[config.mk]
export PLATFORM = sky130hd
export DESIGN_NAME = ptv_sequencer
export DESIGN_NICKNAME = d
export VERILOG_FILES = /design/src/rtl/ptv_pkg.sv /design/src/rtl/ptv_edge.sv /design/src/rtl/ptv_guard.sv /design/src/rtl/ptv_line.sv /design/src/rtl/ptv_sequencer.sv
export SDC_FILE = /design/constraint.sdc
export NUM_CORES = 1
export LEC_CHECK = 0
export ABC_AREA = 1
export BUFFER_PORTS_ARGS = -buffer_cell sky130_fd_sc_hd__buf_2
export CORE_ASPECT_RATIO = 0.7
export CORE_MARGIN = 1.5
export CORE_UTILIZATION = 55
export CTS_CLUSTER_DIAMETER = 40
export CTS_CLUSTER_SIZE = 12
export DETAILED_ROUTE_END_ITERATION = 10
export HOLD_SLACK_MARGIN = 0.1
export MAX_ROUTING_LAYER = met4
export PLACE_DENSITY = 0.78
export SLEW_MARGIN = 20
export SYNTH_ARGS = -nofsm -noshare
export SYNTH_HDL_FRONTEND = slang
export SYNTH_SLANG_ARGS = --single-unit
[constraint.sdc]
create_clock -name clk -period 1.3 [get_ports clk]
set_input_delay 0.065 -clock clk [delete_from_list [all_inputs] [get_ports clk]]
set_output_delay 0.065 -clock clk [all_outputs]
set_load 0.02 [all_outputs]
[src/rtl/ptv_pkg.sv]
package ptv_pkg;

    // one slot of the event delay line
    typedef struct packed {
        logic valid;   // a pre-trigger edge occupies this slot
        logic track;   // pre-trigger was outside the dead window
        logic done;    // a veto decision has been attached
        logic veto;    // attached veto decision
    } slot_t;

endpackage

[src/rtl/ptv_edge.sv]
module ptv_edge (
    input  logic clk,
    input  logic rst,
    input  logic level_i,
    output logic rise_o
);
    typedef struct packed {
        logic prev;
    } state_t;

    state_t s_d, s_q;

    always_comb begin
        s_d      = s_q;
        s_d.prev = level_i;
        rise_o   = level_i & ~s_q.prev;
    end

    always_ff @(posedge clk) begin
        if (rst) s_q <= '0;
        else     s_q <= s_d;
    end
endmodule

[src/rtl/ptv_guard.sv]
module ptv_guard #(
    parameter int DEAD = 20
) (
    input  logic clk,
    input  logic rst,
    input  logic rise_i,
    output logic take_o
);
    localparam int CW = $clog2(DEAD + 1);

    typedef struct packed {
        logic [CW-1:0] left;
    } state_t;

    state_t s_d, s_q;

    always_comb begin
        s_d    = s_q;
        take_o = rise_i && (s_q.left == '0);
        if (take_o)
            s_d.left = CW'(DEAD);
        else if (s_q.left != '0)
            s_d.left = s_q.left - 1'b1;
    end

    always_ff @(posedge clk) begin
        if (rst) s_q <= '0;
        else     s_q <= s_d;
    end
endmodule

[src/rtl/ptv_line.sv]
module ptv_line
    import ptv_pkg::*;
#(
    parameter int LAT  = 300,
    parameter int VMIN = 60,
    parameter int VMAX = 80
) (
    input  logic  clk,
    input  logic  rst,
    input  logic  push_i,
    input  logic  track_i,
    input  logic  stb_i,
    input  logic  bit_i,
    output slot_t head_o,
    output logic  win_hit_o,
    output logic  expire_o
);
    // slot k holds an event that is k+1 cycles old when the next edge samples it
    localparam int WLO = VMIN - 1;
    localparam int WHI = VMAX - 1;

    typedef struct packed {
        slot_t [LAT-1:0] slot;
    } state_t;

    state_t s_d, s_q;

    always_comb begin
        slot_t cur;
        s_d       = s_q;
        win_hit_o = 1'b0;
        for (int i = WLO; i <= WHI; i++)
            if (s_q.slot[i].valid && s_q.slot[i].track)
                win_hit_o = 1'b1;
        for (int i = 0; i < LAT - 1; i++) begin
            cur = s_q.slot[i];
            if (i >= WLO && i <= WHI && stb_i && cur.valid && cur.track && !cur.done) begin
                cur.done = 1'b1;
                cur.veto = bit_i;
            end
            s_d.slot[i+1] = cur;
        end
        s_d.slot[0] = push_i ? slot_t'{valid: 1'b1, track: track_i, done: 1'b0, veto: 1'b0}
                             : slot_t'('0);
        head_o   = s_q.slot[LAT-1];
        expire_o = s_q.slot[VMAX].valid && s_q.slot[VMAX].track && !s_q.slot[VMAX].done;
    end

    always_ff @(posedge clk) begin
        if (rst) s_q <= '0;
        else     s_q <= s_d;
    end
endmodule

[src/rtl/ptv_sequencer.sv]
module ptv_sequencer
    import ptv_pkg::*;
#(
    parameter int LAT  = 300,
    parameter int VMIN = 60,
    parameter int VMAX = 80,
    parameter int DEAD = 20
) (
    input  logic clk,
    input  logic rst,
    input  logic pretrig_i,
    input  logic veto_stb_i,
    input  logic veto_bit_i,
    input  logic accept_i,
    output logic pretrig_o,
    output logic accept_o,
    output logic veto_o,
    output logic late_o,
    output logic orphan_o
);
    localparam int NPULSE = 2;

    typedef struct packed {
        logic pre;
        logic acc;
        logic veto;
        logic late;
        logic orphan;
    } state_t;

    state_t s_d, s_q;

    logic [NPULSE-1:0] raw, rise;
    logic  take, win_hit, expire;
    slot_t head;

    assign raw = {accept_i, pretrig_i};

    for (genvar g = 0; g < NPULSE; g++) begin : g_edge
        ptv_edge u_edge (
            .clk     (clk),
            .rst     (rst),
            .level_i (raw[g]),
            .rise_o  (rise[g])
        );
    end

    ptv_guard #(.DEAD(DEAD)) u_guard (
        .clk    (clk),
        .rst    (rst),
        .rise_i (rise[0]),
        .take_o (take)
    );

    ptv_line #(.LAT(LAT), .VMIN(VMIN), .VMAX(VMAX)) u_line (
        .clk       (clk),
        .rst       (rst),
        .push_i    (rise[0]),
        .track_i   (take),
        .stb_i     (veto_stb_i),
        .bit_i     (veto_bit_i),
        .head_o    (head),
        .win_hit_o (win_hit),
        .expire_o  (expire)
    );

    always_comb begin
        s_d        = s_q;
        s_d.pre    = take;
        s_d.acc    = rise[1];
        s_d.veto   = rise[1] & head.valid & head.track & head.done & head.veto;
        s_d.orphan = s_q.orphan | (rise[1] & ~head.valid);
        s_d.late   = s_q.late | expire | (veto_stb_i & ~win_hit);
    end

    always_ff @(posedge clk) begin
        if (rst) s_q <= '0;
        else     s_q <= s_d;
    end

    assign pretrig_o = s_q.pre;
    assign accept_o  = s_q.acc;
    assign veto_o    = s_q.veto;
    assign late_o    = s_q.late;
    assign orphan_o  = s_q.orphan;
endmodule

# After elaboration in Yosys (flattened, before gate mapping)
# Cells that the tools add are included.
# op_classes
add_sub_neg	1
mux	45
bitwise	16
n_reduce_logical	114
# op_table
cell	count
logical AND 1 bit	87
two-way mux 2 bit	21
logical NOT 1 bit	22
two-way mux 1 bit	21
two-way mux 5 bit	2
bitwise AND 1 bit	8
logical NOT 5 bit	1
inverter 1 bit	5
nonzero test 5 bit	1
subtractor 5 x 1 -> 5 bit (second input constant)	1
two-way mux 4 bit	1
OR reduction 2 bit	2
bitwise OR 1 bit	3
nonzero test 2 bit	1
# totals
reg_bits	1212
input_bits	6
out_inout_bits	5
word_cells	1385

# Logic depth before layout (Yosys ltp)
# Gate-level depths: netlist (run 1).
# logic_depth
word_depth	25
ltp_mapped	9
depth_no_buf	9

# By module
# A second synthesis (run 1) with hierarchy kept.
# hier_totals
hier_cells	3534
area_unflattened_um2	31735.4
# by_module_without_submodules
module	n_inst	cells_each	area_per_inst_um2
ptv_line	1	3469	31237.5
ptv_guard	1	35	260.2
ptv_sequencer	1	22	175.2
ptv_edge	2	4	31.3

# Least setup slack after synthesis (run 1)
# Ideal clock, no wire load.
# synth_path
path_type	reg-to-reg
start	register u_guard.s_q[0] in the netlist's numbering
end	register u_guard.s_q[0] in the netlist's numbering
setup_ps	109
arrival_ps	1085
t_required_ps	1191
slack_ps	107
stages_incl_launch_ff	10
n_path_buf	0
path_cell_list	dfxtp_1 -> inv_1 -> ha_1 -> nand2_1 -> nor2_1 -> nand2_1 -> nand2_1 -> nand2_1 -> nand2_1 -> inv_1
# synth_via
elab_chain_len	3
elab_cells_between_ends	5
classes_between	add/sub (1); reduce/logical (4)
# synth_rtl
element	line	source
from (decl)	ptv_guard.sv:15	state_t s_d, s_q;
from (signal assigned)	ptv_guard.sv:27	if (rst) s_q <= '0;
from (signal assigned)	ptv_guard.sv:28	else s_q <= s_d;
parallel branches: the longest is 3 deep, another holds subtractor 5 x 1 -> 5 bit	--	
# Parallel ways; which one is timed is not known.
# A chain may end at the register's enable or synchronous reset.

# Worst setup path after layout (run 1)
# layout_path
start	register u_line.s_q, in the netlist u_line.s_d[251]
end	register u_line.s_q[249] in the netlist's numbering
# layout_via
elab_chain_len	4
# layout_rtl
element	line	source
from (decl)	ptv_line.sv:26	state_t s_d, s_q;
from (signal assigned)	ptv_line.sv:50	if (rst) s_q <= '0;
from (signal assigned)	ptv_line.sv:51	else s_q <= s_d;
logical AND 1 bit (3 in series)	ptv_line.sv:37	if (i >= WLO && i <= WHI && stb_i && cur.valid && cur.track && !cur.done) begin
two-way mux 2 bit	ptv_line.sv:37	
# Every way passes these cells.

==> flow_metrics.env, run 1 <==
export IMPL_cap_viol_max_count=0
export IMPL_synth_cells=3536
export IMPL_grt_usage=0.151
export IMPL_grt_max_degree=128
export IMPL_dp_final_hpwl_mm=21.6
export IMPL_p_per_area_mw_per_mm2=1690
export IMPL_cts_sinks=1092
export IMPL_r2r_end="u_line.s_q[249]$_SDFF_PP0_"
export IMPL_setup_violations=0
export IMPL_grt_pass1_wl_mm=73.1
export IMPL_power_leakage_nw=14.0
export IMPL_numPortBuffers=10
export IMPL_gp_congestion=0.718
export IMPL_fin_area_mm2=0.0357
export IMPL_synth_top_area_cell="dfxtp_1"
export IMPL_tightest_slew_ps=530
export IMPL_syn_num_nets=3543
export IMPL_synthFlopType="dfxtp_1"
export IMPL_holdPathEnd="u_line.s_q[253]$_SDFF_PP0_"
export IMPL_worstHoldPathType="in2reg"
export IMPL_wl_per_cell_um=9.48
export IMPL_cp_required_ps=1870
export IMPL_pwr_share_clk=0.420
export IMPL_syn_cell_area_mm2=0.0316
export IMPL_synth_top_area_frac=0.693
export IMPL_fmax_ghz=0.802
export IMPL_first_pass_iters=5
export IMPL_wl_mm=41.6
export IMPL_crit_family="buffers and inverters"
export IMPL_synth_edff_count=0
export IMPL_final_max_slew_viol_count=0
export IMPL_power_switching_mw=12.0
export IMPL_setup_slack_ps=52.8
export IMPL_cts_path_max_buffers=3
export IMPL_placed_cell_area_mm2=0.0324
export IMPL_path_buf_inv=2
export IMPL_yosys_warnings=0
export IMPL_cp_cell_sequence="nand2_1 -> inv_1 -> nand2_1 -> a21oi_1 -> dlygate4sd3_1"
export IMPL_hold_path_startpoint="rst"
export IMPL_total_power_mw=60.2
export IMPL_layout_drive_gt1_share=0.0547
export IMPL_synth_cell_types=22
export IMPL_overflow=0
export IMPL_comb_power_share=0.022
export IMPL_period_share=0.959
export IMPL_area_delta_synth_final_pct=13.1
export IMPL_drc_errors=0
export IMPL_fp_dieW_um=289
export IMPL_avgSynthCellArea_um2=8.93
export IMPL_crit_path_max_fanout=2
export IMPL_synthTopCellsByArea="dfxtp_1 69%, inv_1 13%, nor2_1 12%, buf_2 1.4%, buf_6 1.2%"
export IMPL_ys_ff_latch=1092
export IMPL_drtIter0Drc=851
export IMPL_dp_slack_ps=42.6
export IMPL_maxSlewHeadroom=0.645
export IMPL_regToRegStartpoint="u_line.s_d[251]$_SDFF_PP0_"
export IMPL_cts_tree="done"
export IMPL_clkSlewWorstSetupHoldPaths_ps=60
export IMPL_start_util=0.556
export IMPL_fin_tns_setup_ps=0
export IMPL_die_h_um=203
export IMPL_die_area_mm2=0.0589
export IMPL_coreArea_mm2=0.0567
export IMPL_r2r_setup_slack_ps=50
export IMPL_ant_nets=0
export IMPL_critPathCaptureType="flip-flop"
export IMPL_numCtsBuffers=102
export IMPL_antenna_found_initial=1
export IMPL_hold_depth=4
export IMPL_h_tree_depth=3
export IMPL_status="finished clean"
export IMPL_ys_seq_area_frac=0.693
export IMPL_fin_worst_skew_ps=9.45
export IMPL_slowest_delay_ps=560
export IMPL_crit_slowest_cell="dlygate4sd3_1"
export IMPL_fill_cells=4370
export IMPL_yosysMostFrequentCell="inv_1"
export IMPL_internal_power_mw=48.2
export IMPL_root_buffer="clkbuf_16"
export IMPL_viasPerCell=4.06
export IMPL_synth_async_reset_ratio=0
export IMPL_vias=17800
export IMPL_yosys_top_cells_count="1,109 x inv_1, 1,092 x dfxtp_1, 1,048 x nor2_1"
export IMPL_fin_nets=3635
export IMPL_critPathArrivalTime_ps=1820
export IMPL_hold_viol=0
export IMPL_clock_latency_ps=620
export IMPL_post_route_util=0.629
export IMPL_switching_share=0.199
export IMPL_post_place_cells=4217
export IMPL_cp_common_cell="nand2_1"
export IMPL_holdWs_ps=58.9
export IMPL_instances_no_fill=4390
export IMPL_seqPwrFrac=0.558
export IMPL_setup_worst_path_start_class="flip-flop"
export IMPL_peakVddDrop_mv=1.15
export IMPL_grt_pass1_vias=17100
export IMPL_crit_type="reg2reg"
export IMPL_row_count=73
export IMPL_reg2reg_depth=5
export IMPL_fin_crit_ps=1250
export IMPL_boundaryPins=11
-- metal layers --
layer  GRT usage  share of wire  vias up
li1            -              -     9727
met1       0.185           0.49     7876
met2       0.244           0.45      153
met3      0.0352          0.040       81
met4      0.0525          0.023        0
met5           -              0        -
-- final cells by class --
class | count | area (um^2) | share of cell area
Multi-Input combinational cell | 1208 | 4730 | 0.133
Clock inverter | 9 | 96.3 | 0.00270
Sequential cell | 1092 | 21900 | 0.613
Inverter | 1109 | 4160 | 0.117
Antenna cell | 1 | 2.50 | 0.0000701
Timing Repair Buffer | 115 | 1290 | 0.0362
Clock buffer | 106 | 2600 | 0.0728
Tap cell | 750 | 938 | 0.0263
-- worst reg2reg max path, cell delays in order, from the launching register on --
cell and delay (ps):
dfxtp_1 320, nand2_1 80, inv_1 80, nand2_1 50, a21oi_1 110, dlygate4sd3_1 560
-- power by group through the flow --
stage | clock [mW] | combinational (mW) | sequential (mW)
2_1_floorplan | 0 | 0.889 | 34.3
3_3_place_gp | 0 | 1.15 | 34.3
3_5_place_dp | 0 | 1.15 | 34.3
4_1_cts | 26.0 | 1.19 | 33.6
5_1_grt | 27.4 | 1.47 | 33.6
6_report | 25.3 | 1.30 | 33.6
-- layout by cell type, fill, tap and decap left out, types with 2 or more instances in the layout --
master / count
clkbuf_16: 104
nand2_2: 4
inv_6: 6
o21ai_0: 19
buf_2: 9
dlygate4sd3_1: 52
nand3_1: 22
dfxtp_1: 1084
nor2_1: 1047
nand4_1: 4
nand2_1: 56
a21oi_1: 37
o21ai_1: 4
a21oi_2: 4
inv_2: 3
xor2_1: 2
dfxtp_2: 8
buf_12: 23
inv_1: 1106
clkbuf_1: 2
buf_4: 27
-- repair_timing --
| action | in CTS | in global routing |
|---|---|---|
| hold buffers | 35 | 28 |
| setup buffers | 0 | 1 |
| gates resized for setup | 0 | 25 |
| setup endpoints to repair | 0 | 82 |
| endpoints found under the hold margin | 635 | 85 |
-- how the worst max path moves through the flow --
stage                                              to                         from  slack, ps  cells after the start
final                      u_line.s_q[249]$_SDFF_PP0_   u_line.s_d[251]$_SDFF_PP0_         50                      5
after global routing      u_guard.s_q[1]$_SDFFE_PP0N_  u_guard.s_q[0]$_SDFFE_PP0N_        -40                      9
after CTS                  u_line.s_q[253]$_SDFF_PP0_   u_line.s_d[254]$_SDFF_PP0_         20                      5
after detailed placement  u_guard.s_q[1]$_SDFFE_PP0N_  u_guard.s_q[0]$_SDFFE_PP0N_         40                      9
after global placement    u_guard.s_q[1]$_SDFFE_PP0N_  u_guard.s_q[0]$_SDFFE_PP0N_         40                      9
after floorplan           u_guard.s_q[0]$_SDFFE_PP0N_  u_guard.s_q[0]$_SDFFE_PP0N_        110                      9
-- logic make-up after synthesis --
| kind of cell | after synthesis | share of synthesized area |
|---|---|---|
| flip-flops | 1092 | 0.693 |
| XOR/XNOR | 2 | 0.000555 |
| AO/OA/AOI/OAI | 67 | 0.0108 |
| buffers and inverters | 1236 | 0.159 |
| AND/OR/NAND/NOR | 1138 | 0.137 |
| adder cells (fa/ha/maj) | 1 | 0.000396 |
-- flip-flops by register name, summed over array words and instances (netlist names) --
name	count
accept_o	1
g_edge.u_edge.s_q	2
late_o	1
orphan_o	1
pretrig_o	1
u_guard.s_q	5
u_line.head_o	4
u_line.s_d	1036
u_line.s_q	40
veto_o	1
No activity file was read; power rests on OpenSTA's default activity.
==> run 2, diff against run 1 <==
Settings changed: PLACE_DENSITY 0.78 to 0.71.
==> run 2 against run 1 <==
Cell count is 0.93% lower. Fmax up 1.3%. First-iteration DRC count shrank 20%. Wire length is 7.8% lower. Core utilization shrank 0.63 points. Via count decreased by 2.5%. Total power grew 2.1%. Hold slack better by 140 ps. Critical path depth up 2. Sequential power hardly changed. Die area unchanged. Critical endpoint is now u_guard.s_q[2]$_SDFFE_PP0P_.
==> flow_metrics.env, run 2 (synthesis gave the netlist of run 1 again) <==
export IMPL_drtIter0Drc=677
export IMPL_regToRegStartpoint="u_guard.s_q[0]$_SDFFE_PP0N_"
export IMPL_cp_depth=7
export IMPL_row_count=73
export IMPL_crit_slowest_cell="dfxtp_1"
export IMPL_die_h_um=203
export IMPL_clock_latency_ps=630
export IMPL_holdWs_ps=196
export IMPL_worstHoldPathType="in2reg"
export IMPL_fin_worst_skew_ps=12.2
export IMPL_path_buf_inv=2
export IMPL_clkSlewWorstSetupHoldPaths_ps=60
export IMPL_hold_viol=0
export IMPL_cap_viol_max_count=0
export IMPL_fill_cells=4600
export IMPL_switching_share=0.197
export IMPL_numPortBuffers=10
export IMPL_period_share=0.947
export IMPL_power_switching_mw=12.1
export IMPL_endpoint="u_guard.s_q[2]$_SDFFE_PP0P_"
export IMPL_cts_sinks=1092
export IMPL_r2r_setup_slack_ps=70
export IMPL_cts_path_max_buffers=3
export IMPL_fmax_ghz=0.813
export IMPL_diodes=0
export IMPL_crit_type="reg2reg"
export IMPL_final_max_slew_viol_count=0
export IMPL_multi_input_area_mm2=0.00470
export IMPL_layout_drive_gt1_share=0.0511
export IMPL_vias=17400
export IMPL_slowest_delay_ps=340
export IMPL_fin_nets=3583
export IMPL_first_pass_iters=4
export IMPL_cts_tree="done"
export IMPL_grt_usage=0.143
export IMPL_numCtsBuffers=104
export IMPL_overflow=0
export IMPL_root_buffer="clkbuf_16"
export IMPL_grt_pass1_vias=16600
export IMPL_pwr_share_clk=0.434
export IMPL_crit_path_max_fanout=4
export IMPL_area_delta_synth_final_pct=12.0
export IMPL_status="finished clean"
export IMPL_tightest_slew_ps=364
export IMPL_p_per_area_mw_per_mm2=1740
export IMPL_reg2reg_depth=7
export IMPL_setup_worst_path_start_class="flip-flop"
export IMPL_gp_congestion=0.695
export IMPL_setup_violations=0
export IMPL_r2r_end="u_guard.s_q[2]$_SDFFE_PP0P_"
export IMPL_dp_final_hpwl_mm=20.8
export IMPL_seq_area_mm2=0.0219
export IMPL_layout_commonest_cell="inv_1"
export IMPL_boundaryPins=11
export IMPL_cp_required_ps=1820
export IMPL_peakVddDrop_mv=1.27
export IMPL_grt_pass1_wl_mm=70.2
export IMPL_seqPwrFrac=0.547
export IMPL_grt_max_degree=58
export IMPL_post_place_cells=4215
export IMPL_critPathCaptureType="flip-flop"
export IMPL_wl_mm=38.4
export IMPL_antenna_found_initial=0
export IMPL_coreArea_mm2=0.0567
export IMPL_hold_path_startpoint="pretrig_i"
export IMPL_crit_family="flip-flops"
export IMPL_internal_power_mw=49.4
export IMPL_fin_crit_ps=1230
export IMPL_drc_errors=0
export IMPL_cp_cell_sequence="inv_1 -> ha_1 -> nand2_1 -> nor2_2 -> buf_4 -> nand3_1 -> o211ai_1"
export IMPL_power_leakage_nw=13.7
export IMPL_critPathArrivalTime_ps=1750
export IMPL_maxSlewHeadroom=0.757
export IMPL_fp_dieW_um=289
export IMPL_start_util=0.556
export IMPL_viasPerCell=4.00
export IMPL_h_tree_depth=3
export IMPL_final_cell_mix="1,109 x inv_1, 1,092 x dfxtp_1, 1,047 x nor2_1"
export IMPL_die_area_mm2=0.0589
export IMPL_critPathLaunch="u_guard.s_q[0]$_SDFFE_PP0N_"
export IMPL_ant_nets=0
export IMPL_wl_per_cell_um=8.82
export IMPL_comb_power_share=0.019
export IMPL_largest_reg_flops=1036
export IMPL_instances_no_fill=4349
-- run 2: cell count changes in the layout (fill, tap and decap cells not counted), sizes merged --
cell and delta:
buf -5, clkinv +4, diode -1, bufinv +4, clkbuf +6, dlygate4sd3 -47, dlymetal6s4s -1, inv -1
-- run 2: area by class of cell --
type                    instances  area share
inverters                    1109       0.118
well taps                     750      0.0266
flip-flops and latches       1092       0.619
repair buffers                 61      0.0210
multi-input cells            1208       0.133
clock buffers                 113      0.0755
clock inverters                16     0.00737
-- run 2: per-layer routing --
metal  routed length (um)  part of all wire  up-vias  global-route usage
li1                     -                 -     9642                   -
met1                20200              0.53     7538               0.188
met2                16000              0.42      135               0.215
met3                 1300             0.034       75              0.0338
met4                  864             0.023        0              0.0523
met5                    0                 0        -                   -
-- run 2: how the worst min path moves through the flow --
| stage | to | cells after the start |
|---|---|---|
| after floorplan | g_edge[1].u_edge.s_q$_SDFF_PP0_ | 2 |
| after global placement | u_line.s_d[1154]$_SDFF_PP0_ | 2 |
| after detailed placement | u_line.s_d[1154]$_SDFF_PP0_ | 2 |
| after CTS | g_edge[1].u_edge.s_q$_SDFF_PP0_ | 4 |
| after global routing | g_edge[0].u_edge.s_q$_SDFF_PP0_ | 4 |
| final | g_edge[0].u_edge.s_q$_SDFF_PP0_ | 4 |
-- run 2: per-stage QoR --
step	TNS (ps)	total power, mW	worst slack, ps	cell area (um^2)	utilization
floorplan	0	35.2	107	31600	-
global placement	0	35.5	46.4	32300	0.570
detailed placement	0	35.5	50.9	32300	0.570
CTS	0	62.3	40.8	35300	0.623
global route	-105	63.7	-34.0	35300	0.623
finish	0	61.4	69.4	35300	0.623
-- run 2: timing repair --
| action | CTS | global route |
|---|---|---|
| endpoints found under the setup margin | 0 | 4 |
| gates resized for setup | 0 | 3 |
| buffers inserted | 0 | 0 |
| hold buffers | 5 | 0 |
| hold endpoints to repair | 997 | 0 |
-- run 2: worst min-delay path, delay by kind of cell --
family                 cells  cell delay, ps
buffers and inverters      3             660
and+or+nand+nor            1              70
-- run 2: power groups by stage --
stage | clock network (mW) | logic, mW | registers, mW
after floorplan | 0 | 0.889 | 34.3
after global placement | 0 | 1.16 | 34.3
after detailed placement | 0 | 1.16 | 34.3
after CTS | 27.5 | 1.18 | 33.6
after global routing | 28.8 | 1.33 | 33.6
final | 26.7 | 1.18 | 33.6
==> run 3, diff against run 2 <==
Settings changed: CAP_MARGIN set to 20, CORE_UTILIZATION 55 to 40, PLACE_DENSITY 0.71 to unset.
==> run 3 against run 2 <==
Hold slack better by 130 ps. Largest cell class unchanged. Non-clock buffer count is 2 higher. Critical path depth down 2. Clock-buffer cell count up 4. Highest routed layer unchanged. Clock skew rose by 6.4 ps.
==> flow_metrics.env, run 3 (synthesis gave the netlist of run 1 again) <==
export IMPL_setup_violations=0
export IMPL_r2r_setup_slack_ps=80
export IMPL_setup_slack_ps=35.0
export IMPL_gp_congestion=0.687
export IMPL_regToRegStartpoint="u_guard.s_q[0]$_SDFFE_PP0N_"
export IMPL_status="finished clean"
export IMPL_boundaryPins=11
export IMPL_overflow=0
export IMPL_first_pass_iters=4
export IMPL_start_util=0.407
export IMPL_grt_max_degree=96
export IMPL_dp_slack_ps=46.1
export IMPL_hold_viol=0
export IMPL_vias=17200
export IMPL_grt_pass1_vias=15800
export IMPL_wl_per_cell_um=8.08
export IMPL_fmax_ghz=0.790
export IMPL_layout_drive_gt1_share=0.0533
export IMPL_fin_tns_setup_ps=0
export IMPL_reg2reg_depth=8
export IMPL_drc_errors=0
export IMPL_period_share=0.973
export IMPL_power_leakage_nw=13.8
export IMPL_slowest_delay_ps=590
export IMPL_viasPerCell=3.70
export IMPL_antenna_found_initial=0
export IMPL_wl_mm=37.6
export IMPL_cap_viol_max_count=0
export IMPL_numPortBuffers=10
export IMPL_die_h_um=238
export IMPL_crit_path_max_fanout=27
export IMPL_largest_reg_flops=1036
export IMPL_row_count=85
export IMPL_crit_family="buffers and inverters"
export IMPL_layout_commonest_cell="inv_1"
export IMPL_cp_required_ps=1820
export IMPL_drtIter0Drc=761
export IMPL_placed_cell_area_mm2=0.0327
export IMPL_crit_slowest_cell="dlygate4sd3_1"
export IMPL_final_cell_mix="1,107 x inv_1, 1,091 x dfxtp_1, 1,047 x nor2_1"
export IMPL_cp_cell_sequence="dlygate4sd3_1 -> buf_12 -> buf_12 -> nor2_1 -> dlygate4sd3_1"
export IMPL_diodes=0
export IMPL_critPathCaptureType="flip-flop"
export IMPL_maxSlewHeadroom=0.737
export IMPL_p_per_area_mw_per_mm2=1730
export IMPL_clock_latency_ps=640
export IMPL_fin_nets=3586
export IMPL_cp_depth=5
export IMPL_coreArea_mm2=0.0775
export IMPL_total_power_mw=61.7
export IMPL_path_buf_inv=4
export IMPL_ant_nets=0
export IMPL_die_area_mm2=0.0806
export IMPL_grt_pass1_wl_mm=68.5
export IMPL_critPathArrivalTime_ps=1780
export IMPL_area_delta_synth_final_pct=13.2
export IMPL_post_route_util=0.461
export IMPL_r2r_end="u_guard.s_q[2]$_SDFFE_PP0P_"
export IMPL_setup_worst_path_start_class="input port"
export IMPL_worstHoldPathType="in2reg"
export IMPL_cts_sinks=1092
export IMPL_final_max_slew_viol_count=0
export IMPL_critPathLaunch="rst"
export IMPL_h_tree_depth=3
export IMPL_fin_crit_ps=1270
export IMPL_tightest_slew_ps=394
export IMPL_cts_tree="done"
export IMPL_endpoint="g_edge[1].u_edge.s_q$_SDFF_PP0_"
export IMPL_grt_usage=0.100
export IMPL_dp_final_hpwl_mm=19.9
export IMPL_root_buffer="clkbuf_16"
export IMPL_numCtsBuffers=105
export IMPL_crit_type="in2reg"
export IMPL_clkSlewWorstSetupHoldPaths_ps=60
export IMPL_fin_worst_skew_ps=18.6
export IMPL_peakVddDrop_mv=1.07
export IMPL_cts_path_max_buffers=3
export IMPL_fin_area_mm2=0.0357
export IMPL_fp_dieW_um=339
## run 3: cell count changes in the layout (fill, tap and decap cells not counted), moves of 2 or more
| cell | before | now |
|---|---|---|
| clkbuf_8 | 1 | 4 |
| buf_4 | 23 | 25 |
| bufinv_16 | 5 | 3 |
| dlygate4sd3_1 | 5 | 7 |
| inv_1 | 1109 | 1107 |
| inv_2 | 0 | 2 |
| inv_8 | 0 | 2 |
## run 3: power breakdown
group / switching [mW] / internal, mW
Combinational: 0.823 / 0.418
Sequential: 0.0387 / 33.6
Clock: 11.5 / 15.4
## run 3: layout make-up
cell class                      count  area, um^2
Inverter                         1109        4160
Timing Repair Buffer               63         758
Sequential cell                  1092       21900
Multi-Input combinational cell   1208        4710
Clock buffer                      117        2730
Tap cell                         1044        1310
Clock inverter                     15         208
Fill cell                        7303       41800
## run 3: metrics by stage
stage	instances	hold WS (ps)
after detailed placement	4508	299
after CTS	4647	288
after global routing	4648	319
final	4648	329
after floorplan	3536	184
after global placement	4508	289
## run 3: per-layer routing
| layer | part of all wire | GRT usage | vias to the layer above |
|---|---|---|---|
| met4 | 0.028 | 0.0421 | 0 |
| met1 | 0.54 | 0.131 | 7348 |
| li1 | - | - | 9634 |
| met5 | 0 | - | - |
| met3 | 0.039 | 0.0269 | 87 |
| met2 | 0.39 | 0.147 | 129 |
## run 3: repair_timing
item	4_1_cts	5_1_grt
pin swaps	0	3
buffers inserted	0	1
gates resized for setup	1	10
endpoints found under the setup margin	1	5
hold buffers	7	0
hold endpoints to repair	783	0
## run 3: worst register-to-register path: stages, from the launching register on
cell	delay, ps
dfxtp_1	320
inv_2	60
ha_2	180
nand2_2	80
nor2_4	120
nand2_2	90
nand2_2	100
buf_4	100
o211ai_1	70
## run 3: worst min path at each step
| stage | start | endpoint | slack (ps) | depth (start not counted) |
|---|---|---|---|---|
| finish | pretrig_i | u_line.s_d[7]$_SDFF_PP0_ | 330 | 5 |
| global route | pretrig_i | u_line.s_d[7]$_SDFF_PP0_ | 320 | 5 |
| CTS | pretrig_i | u_line.s_d[7]$_SDFF_PP0_ | 290 | 5 |
| detailed placement | pretrig_i | g_edge[0].u_edge.s_q$_SDFF_PP0_ | 300 | 3 |
| global placement | pretrig_i | g_edge[0].u_edge.s_q$_SDFF_PP0_ | 290 | 3 |
| floorplan | accept_i | g_edge[1].u_edge.s_q$_SDFF_PP0_ | 180 | 2 |
